File: src/rtl/omq_ctrl.sv
module omq_ctrl #(
  parameter int AW     = 32,
  parameter int MAXLOG = 11
) (
  input  logic          clk,
  input  logic          rst_n,
  input  logic          wr_en,
  input  logic [1:0]    wr_sel,
  input  logic [31:0]   wr_data,
  output logic [31:0]   mode_o,
  output logic [31:0]   status_o,
  output logic [AW-1:0] enq_ptr_o,
  output logic [AW-1:0] deq_ptr_o,
  output logic          irq,
  output logic          mem_req,
  output logic [AW-1:0] mem_addr,
  input  logic          mem_rvalid,
  input  logic [31:0]   mem_rdata,
  output logic          tx_valid,
  input  logic          tx_ready,
  input  logic          tx_err,
  output logic [31:0]   tx_src_addr,
  output logic [15:0]   tx_dest_id,
  output logic [1:0]    tx_mbox,
  output logic [31:0]   tx_attr,
  output logic [31:0]   tx_size
);
  localparam int          SLOT_SH  = 5;
  localparam logic [7:0]  INT_MASK = 8'hB3;

  typedef enum logic [1:0] {S_IDLE, S_REQ, S_WAIT, S_SEND} fsm_t;

  fsm_t          state;
  logic [1:0]    wi;
  logic          en_q;
  logic [3:0]    szf_q;
  logic [AW-1:0] base_q, enq_q, deq_q;
  logic [7:0]    st_q;
  logic [31:0]   src_q, attr_q, size_q;
  logic [15:0]   dest_q;
  logic [1:0]    mbox_q;

  function automatic logic [AW-1:0] step_ptr(input logic [AW-1:0] p, input logic [AW-1:0] b,
                                             input logic [AW-1:0] m);
    return b + ((p - b + AW'(32)) & m);
  endfunction

  logic [4:0]    lg;
  logic [AW-1:0] ring_mask;
  assign lg        = (5'(szf_q) + 5'd2 > 5'(MAXLOG)) ? 5'(MAXLOG) : 5'(szf_q) + 5'd2;
  assign ring_mask = (AW'(1) << (lg + 5'(SLOT_SH))) - AW'(1);

  logic mode_wr, stat_wr, base_ld, stop, inc_req, full, inc_ok, done;
  logic [AW-1:0] enq_n, deq_n;
  logic [7:0] st_set, st_clr;

  assign mode_wr = wr_en && wr_sel == 2'd0;
  assign stat_wr = wr_en && wr_sel == 2'd1;
  assign base_ld = wr_en && wr_sel == 2'd2 && !en_q;
  assign stop    = mode_wr && !wr_data[0];
  assign inc_req = mode_wr && wr_data[1] && wr_data[0];
  assign full    = step_ptr(enq_q, base_q, ring_mask) == deq_q;
  assign inc_ok  = inc_req && !full;
  assign done    = state == S_SEND && tx_ready;
  assign enq_n   = inc_ok ? step_ptr(enq_q, base_q, ring_mask) : enq_q;
  assign deq_n   = done ? step_ptr(deq_q, base_q, ring_mask) : deq_q;

  always_comb begin
    st_set    = '0;
    st_set[0] = done && deq_n == enq_n;
    st_set[1] = done && !tx_err;
    st_set[4] = inc_ok && step_ptr(enq_n, base_q, ring_mask) == deq_n;
    st_set[5] = inc_req && full;
    st_set[7] = done && tx_err;
    st_clr    = stat_wr ? (wr_data[7:0] & INT_MASK) : 8'd0;
  end

  always_ff @(posedge clk or negedge rst_n) begin
    if (!rst_n) begin
      en_q <= 1'b0; szf_q <= '0; base_q <= '0; enq_q <= '0; deq_q <= '0; st_q <= '0;
    end else begin
      if (mode_wr) begin
        en_q  <= wr_data[0];
        szf_q <= wr_data[15:12];
      end
      if (base_ld) begin
        base_q <= {wr_data[AW-1:SLOT_SH], SLOT_SH'(0)};
        enq_q  <= {wr_data[AW-1:SLOT_SH], SLOT_SH'(0)};
        deq_q  <= {wr_data[AW-1:SLOT_SH], SLOT_SH'(0)};
      end else begin
        enq_q <= enq_n;
        deq_q <= deq_n;
      end
      st_q <= (st_q & ~st_clr) | st_set;
    end
  end

  always_ff @(posedge clk or negedge rst_n) begin
    if (!rst_n) begin
      state <= S_IDLE; wi <= '0;
      src_q <= '0; dest_q <= '0; mbox_q <= '0; attr_q <= '0; size_q <= '0;
    end else if (stop) begin
      state <= S_IDLE;
    end else begin
      case (state)
        S_IDLE: if (en_q && enq_q != deq_q) begin state <= S_REQ; wi <= '0; end
        S_REQ:  state <= S_WAIT;
        S_WAIT: if (mem_rvalid) begin
          case (wi)
            2'd0: src_q <= mem_rdata;
            2'd1: begin dest_q <= mem_rdata[31:16]; mbox_q <= mem_rdata[1:0]; end
            2'd2: attr_q <= mem_rdata;
            default: size_q <= mem_rdata;
          endcase
          if (wi == 2'd3) state <= S_SEND;
          else begin wi <= wi + 2'd1; state <= S_REQ; end
        end
        default: if (tx_ready) state <= S_IDLE;
      endcase
    end
  end

  logic [AW-1:0] woff;
  always_comb
    case (wi)
      2'd0:    woff = AW'(4);
      2'd1:    woff = AW'(8);
      2'd2:    woff = AW'(12);
      default: woff = AW'(24);
    endcase

  assign mem_req     = state == S_REQ;
  assign mem_addr    = deq_q + woff;
  assign tx_valid    = state == S_SEND;
  assign tx_src_addr = src_q;
  assign tx_dest_id  = dest_q;
  assign tx_mbox     = mbox_q;
  assign tx_attr     = attr_q;
  assign tx_size     = size_q;
  assign mode_o      = {16'd0, szf_q, 10'd0, 1'b0, en_q};
  assign status_o    = {24'd0, st_q | {5'd0, en_q && enq_q != deq_q, 2'd0}};
  assign enq_ptr_o   = enq_q;
  assign deq_ptr_o   = deq_q;
  assign irq         = |st_q;

  assert_txvalid_hold_R7: assert property (@(posedge clk) disable iff (!rst_n)
    (tx_valid && !tx_ready && !(wr_en && wr_sel == 2'd0 && !wr_data[0])) |=> tx_valid);
  assert_deq_moves_only_on_accept_R7: assert property (@(posedge clk) disable iff (!rst_n)
    !$stable(deq_q) |-> ($past(tx_valid && tx_ready) || $past(wr_en && wr_sel == 2'd2)));
  assert_no_overflow_R5: assert property (@(posedge clk) disable iff (!rst_n)
    $rose(st_q[5]) |-> $stable(enq_q));
  assert_empty_flag_R8: assert property (@(posedge clk) disable iff (!rst_n)
    $rose(st_q[0]) |-> enq_q == deq_q);
  assert_offer_nonempty_R8: assert property (@(posedge clk) disable iff (!rst_n)
    tx_valid |-> (status_o[2] && enq_ptr_o != deq_ptr_o));
  assert_fetch_enabled_R6: assert property (@(posedge clk) disable iff (!rst_n)
    mem_req |-> mode_o[0]);
endmodule

File: config.mk
export PLATFORM = sky130hd
export DESIGN_NAME = omq_ctrl
export DESIGN_NICKNAME = d
export VERILOG_FILES = /design/src/rtl/omq_ctrl.sv
export SDC_FILE = /design/constraint.sdc
export NUM_CORES = 1
export LEC_CHECK = 0
export BUFFER_PORTS_ARGS = -buffer_cell sky130_fd_sc_hd__clkbuf_2
export CORE_ASPECT_RATIO = 0.5
export CORE_MARGIN = 5
export CORE_UTILIZATION = 35
export CTS_BUF_LIST = sky130_fd_sc_hd__clkbuf_4
export CTS_CLUSTER_SIZE = 20
export DETAILED_ROUTE_END_ITERATION = 16
export SYNTH_ARGS = -nofsm -noshare
export SYNTH_HDL_FRONTEND = slang
export SYNTH_SLANG_ARGS = --single-unit
File: constraint.sdc
create_clock -name clk -period 9.9 [get_ports clk]
set_input_delay 2.475 -clock clk [delete_from_list [all_inputs] [get_ports clk]]
set_output_delay 2.475 -clock clk [all_outputs]
set_load 0.01 [all_outputs]
; ---- Word level (Yosys, flattened, before mapping)
; Index checks and enable logic that the tools add are counted.
; Widths: inputs -> output; s select.
[word_totals]
register_bits = 222
wordCells = 104
[op_classes]
n_lt_le_gt_ge = 1
n_shift = 1
addsub = 14
n_mux = 17
n_eq_ne = 17
n_bitwise = 9
n_reduce_logical = 32
[ops]
columns = op, n
row1 = $mux 32, 4
row2 = $add 32x32->32, 3
row3 = $add 32x6->32 const B, 3
row4 = $and 32x32->32, 3
row5 = $eq 32x32->1, 3
row6 = $sub 32x32->32, 3
row7 = $add 32x5->32, 1
row8 = $ne 32x32->1, 1
row9 = $shl 1x5->32 const A, 1
row10 = $sub 32x2->32 const B, 1
row11 = $mux 2, 8
row12 = $reduce_and 4->1, 4
row13 = $logic_and 1x1->1, 15
row14 = $pmux 5 s3, 1
row15 = $eq 2x2->1 const B, 5
row16 = $and 8x8->8, 1
row17 = $mux 8, 1
row18 = $not 8->8, 1
row19 = $or 8x3->8, 1
row20 = $or 8x8->8, 1
row21 = $reduce_or 8->1, 1
row22 = $eq 2x1->1 const B, 3
row23 = $logic_not 2->1, 3
row24 = $ne 2x2->1 const B, 3
row25 = 15 further kinds, 20

; ---- Depth between registers and ports, before layout
[logic_depth]
word_depth = 19
ltp_mapped = 59
depth_no_buf = 57

; ---- Worst setup path before layout
; No wires, ideal clock.
[synth_path]
path_type = register to register
from = reg enq_q[1], in the netlist enq_ptr_o[1]
to = reg st_q[4]
setup_time_ns = 0.095
path_buffers = 4
t_arrival_ns = 10.636
slack_ns = -0.832
stages_incl_launch_ff = 58
cell_sequence = dfrtp_1 inv_1 ha_1 o21a_1 o21ai_0 a21boi_0 o21ai_0 a21boi_0 o21ai_0 nand2b_1 a21oi_1 o21bai_1 a21o_1 a21o_1 a21o_1 a21oi_1 xor2_1 nor2_1 (+22 left out) o21ai_0 xor2_1 and2_1 ha_1 a21oi_1 o21ai_0 o311a_1 o21ai_0 a21o_1 o21ai_0 or4_1 a311oi_1 o21bai_1 a21o_1 a21oi_1 xnor2_1 xnor2_1 o31ai_1
[synth_between]
elab_chain_cells = 15
[synth_lines]
columns = item, line
row1 = from (decl), 37  ; logic [AW-1:0] base_q, enq_q, deq_q;
row2 = from (signal assigned), 88  ; enq_q <= {wr_data[AW-1:SLOT_SH], SLOT_SH'(0)};
row3 = from (signal assigned), 91  ; enq_q <= enq_n;
row4 = $sub 32x32->32, 45  ; return b + ((p - b + AW'(32)) & m);
row5 = $add 32x6->32, 45
row6 = $and 32x32->32, 45
row7 = $add 32x32->32, 45
row8 = $eq 32x32->1, 62  ; assign full = step_ptr(enq_q, base_q, ring_mask) == deq_q;
row9 = $logic_not 1->1, 63  ; assign inc_ok = inc_req && !full;
row10 = $logic_and 1x1->1, 63
row11 = $mux 32, 65  ; assign enq_n = inc_ok ? step_ptr(enq_q, base_q, ring_mask) : enq_q;
row12 = $sub 32x32->32, 45
row13 = $add 32x6->32, 45
row14 = $and 32x32->32, 45
row15 = $add 32x32->32, 45
row16 = $eq 32x32->1, 72  ; st_set[4] = inc_ok && step_ptr(enq_n, base_q, ring_mask) == deq_n;
row17 = $logic_and 1x1->1 (*), 72
row18 = $or 8x8->8 (*), 94  ; st_q <= (st_q & ~st_clr) | st_set;
row19 = to (signal assigned), 94
row20 = to (decl), 38  ; logic [7:0] st_q;
; Mark *: on every way between the ends. The rest lies on a longest branch, timed or not.
; A chain may end at the register's enable or synchronous reset.

; ---- Final worst setup path
[layout_path]
from = reg enq_q[2], in the netlist enq_ptr_o[2]
to = reg st_q[4]
; Same word-level chain as after synthesis.

==> parameters.txt <==
Parameter                              Value

Synthesis
  Yosys warning total ... 0
  Most frequent cells after synthesis ... dfrtp_1, nor2_1, ha_1
  Post-synth EDFFs ... 0
  Flop and latch count out of synthesis ... 219
  Post-synthesis instance area ... 0.01833 sq mm
  Cell types with the largest area share after synthesis ... dfrtp_1, ha_1, xnor2_1
  Mapped Avg Cell Area ... 8.941 sq um
  Cell taking the most area after synthesis ... dfrtp_1
  Number of different library cells in the post-synthesis netlist ... 87
  Top-count cell post-synth ... dfrtp_1
  Flip-flop cell with the highest count after synthesis ... dfrtp_1
  Share of the yosys chip area belonging to registers ... 29.90%
  Async set-reset flop share out of synthesis ... 100.0%
  Area share of the largest cell type after synthesis ... 29.90%
  Number of instances in the synthesized netlist ... 2050

Timing
  Max transition margin ... 30.50%
  Minimum clock period after layout ... 10.93 ns
  Final period utilization ... 110.4%
  Slew at the pin closest to its max-slew limit ... 1.035 ns
  Hold violation total from the final report ... 0
  Final number of setup-violating endpoints ... 1
  Unrepaired setup endpoints after global routing ... true
  Post-layout worst setup margin ... -1.028 ns
  Fmax ... 91.50 MHz
  Final clock skew ... 0.06946 ns
  Slew Viols, Final ... 0

Drt
  Number of detailed-route iterations in the first pass ... 6
  Average vias per placed instance ... 5.071
  Vias ... 17201
  DRC marker count from the first detailed-route iteration ... 1199
  Post-route antenna net violation count ... 0
  Final routed wirelength across all metal layers ... 64610 microns
  Average routed wire per standard cell ... 19.05 microns
  Number of design rule violations left after detail routing ... 0

Power
  Net switching power ... 4.514 mW
  Portion of total power attributed to the clock network ... 9.3%
  Total power per unit cell area ... 397.5 mW/mm^2
  Part of the total power dissipated in combinational logic ... 73.7%
  Switching Fraction ... 47.43%
  Internal power ... 5.004 mW
  Maximum VDD drop ... 0.1794 mV
  Leakage dissipation ... 11.62 nW
  Portion of total power attributed to sequential cells ... 17.0%

GRT
  GRT Total Usage ... 21.41%
  Layer with the highest usage ... met2
  Global-route wire length before repair ... 96330 microns
  Grt met1 use ... 28.04%
  Vias in the first global route ... 16663
  Initial antenna violation count ... 5
  Maximum number of pins on one net before global-route repair ... 157
  GRT Residual Overflow ... 0
  Met3 track demand over resource in global routing ... 3.750%
  Met2 capacity usage during global routing ... 36.88%

Placement
  Pre-CTS worst setup slack ... -1.704 ns
  Number of cells after detailed placement ... 3274
  Number of input and output port buffers inserted ... 293
  Hpwl dp ... 51000 microns
  RD Place Congestion ... 0.9598

Job
  Maximum Capacitance Violations ... 0

Critical path
  FF-to-FF setup slack ... -1.03 ns
  Element type at the critical path start ... flop
  Cell family with the largest share of critical-path delay ... compound AO/OA/AOI/OAI gates
  Crit path capture type ... flop
  Largest stage delay on the critical path ... 0.45 ns
  Start-to-end type of the worst setup path ... reg2reg
  Cell with the largest stage delay on the worst path ... o31a_4
  CP most frequent cell ... buf_4
  Critical path required time ... 10.64 ns
  Number of buffer and inverter stages on the critical path ... 13
  FF-to-FF End ... st_q[4]$_DFF_PN0_
  Critical R2R Launch ... enq_ptr_o[2]$_DFF_PN0_
  Count of cells along the worst register-to-register path ... 61
  Arrival time at the worst endpoint ... 11.66 ns
  Critical-path maximum fanout ... 7

Die
  Chip width ... 333.6 microns
  Count of standard-cell rows ... 59
  Die Span Y ... 171.8 microns
  Die area ... 0.05732 sq mm
  Core area ... 0.05190 sq mm
  Starting density of the core ... 35.32%
  Num ports ... 349

Min path
  Hold endpoint ... tx_attr[31]$_DFFE_PN0P_
  Class of the tightest hold or removal check ... reg2reg
  Hold-critical path depth ... 1
  Source of the worst hold timing path ... tx_attr[31]$_DFFE_PN0P_

Clock network
  CTS Root Buffer Type ... clkbuf_4
  CTS tree ... done
  Number of clock buffers inserted by TritonCTS ... 57
  Max Root-Sink Buffers ... 3
  Latest clock arrival within the worst-skew pair ... 0.81 ns
  Register clock-pin slew on the reported worst setup and hold paths ... 0.07 ns
  Number of clock sinks seen by CTS ... 219
  H-tree depth reported by CTS ... 2

Outcome
  Status ... complete, but fails checks
  Violated checks ... negative setup slack

Finish
  Layout cell share with drive strength beyond 1 ... 34.55%
  Number of nets in the finished design ... 2892
  Syn-to-layout area delta ... 30.63%
  Fillcell total ... 5089
  Post-route insts no fill ... 3392
## timing repair
item,CTS,global route
hold endpoints to repair,0,0
setup endpoints to repair,1,1
pin swaps,36,53
cloned,0,0
setup buffers,10,3
hold buffers,0,0
gates resized for setup,56,43
## logic make-up (layout without fill, tap and decap cells)
family / count (synthesis) / count (layout) / synth area share [%]
compound gates: 466 / 466 / 16.29
xor+xnor: 235 / 235 / 11.65
fa+ha+maj: 175 / 175 / 12.11
buf+inv: 241 / 785 / 6.403
flops: 219 / 219 / 29.90
mux: 145 / 145 / 8.868
other cells: 2 / 99 / 0.04097
simple gates: 567 / 567 / 14.75
## how the worst max path moves through the flow
stage                            from           endpoint  slack, ns  cells past startpoint
4_1_cts        enq_ptr_o[2]$_DFF_PN0_  st_q[4]$_DFF_PN0_      -0.99                     61
2_1_floorplan  enq_ptr_o[2]$_DFF_PN0_  st_q[4]$_DFF_PN0_      -0.01                     55
6_report       enq_ptr_o[2]$_DFF_PN0_  st_q[4]$_DFF_PN0_      -1.03                     61
5_1_grt        enq_ptr_o[2]$_DFF_PN0_  st_q[4]$_DFF_PN0_      -1.48                     61
3_5_place_dp   enq_ptr_o[2]$_DFF_PN0_  st_q[4]$_DFF_PN0_      -1.70                     52
3_3_place_gp   enq_ptr_o[2]$_DFF_PN0_  st_q[4]$_DFF_PN0_      -1.66                     61
## state kept, by name, summed over array words and instances (netlist names)
register / flops
en_q: 1
state: 2
enq_ptr_o: 32
wi: 2
tx_mbox: 2
tx_attr: 32
tx_dest_id: 16
base_q: 27
szf_q: 4
tx_size: 32
deq_ptr_o: 32
st_q: 5
tx_src_addr: 32
## area by class of cell
cell class                 instances  area [sq um]  share of cell area [%]
antenna                            2         5.005                 0.02090
clock buffer                      80         600.6                   2.508
clock inverter                    23         186.4                  0.7786
inverter                         100         377.9                   1.578
multi-input combinational       1685         12720                   53.12
sequential                       219          5488                   22.92
tap                              701         877.1                   3.663
timing repair buffer             582          3690                   15.41
## worst reg2reg max path, delay by kind of cell (launching register included)
kind | cells | cell delay (ns)
compound gates | 24 | 4.81
xor+xnor | 5 | 0.86
fa+ha+maj | 5 | 1.03
buf+inv | 13 | 1.56
flops | 1 | 0.44
mux | 1 | 0.23
simple gates | 13 | 1.94
## routing by layer
layer | wire length [microns] | part of all wire (%)
met4 | 1703 | 2.6
met3 | 3351 | 5.2
met1 | 28520 | 44
met5 | 18 | 0.028
met2 | 31010 | 48
## metrics by stage
step                cell area [sq um]  utilization [%]  hold WS [ns]  total power [mW]  TNS [ns]
finish                          23940            46.14        0.5020             9.517    -1.028
CTS                             23680            45.62        0.5069             9.329   -0.9932
global placement                22590            43.53        0.4862             8.161    -1.660
global route                    23940            46.14        0.5148             10.20    -1.480
detailed placement              22590            43.53        0.4916             8.224    -1.704
floorplan                       18910                -        0.5175             5.609  -0.01006
## power groups by stage
stage	clock network (mW)	registers, mW	logic [mW]
4_1_cts	0.919	1.61	6.80
6_report	0.889	1.62	7.01
2_1_floorplan	0	1.66	3.95
3_5_place_dp	0	1.63	6.60
3_3_place_gp	0	1.61	6.55
5_1_grt	0.959	1.66	7.58
## placed cells by master, fill, tap and decap left out, drive strengths merged, types with 6 or more instances in the layout
cell type / n
a21boi: 7
o21bai: 20
a31oi: 17
dfrtp: 219
a21o: 34
mux2: 123
nand2b: 14
a211oi: 16
clkbuf: 372
o31a: 6
a2111oi: 8
nor3b: 6
clkinv: 18
conb: 97
buf: 290
nand2: 155
mux2i: 22
ha: 171
o21a: 25
and2: 15
xnor2: 158
nor4b: 8
and3: 16
o21ai: 119
inv: 102
a21oi: 140
o22ai: 7
nor3: 44
xor2: 72
nor4: 12
nor2: 176
nand3: 34
nor2b: 24
nand4: 36
o31ai: 8
(Power assumes the default switching activity.)
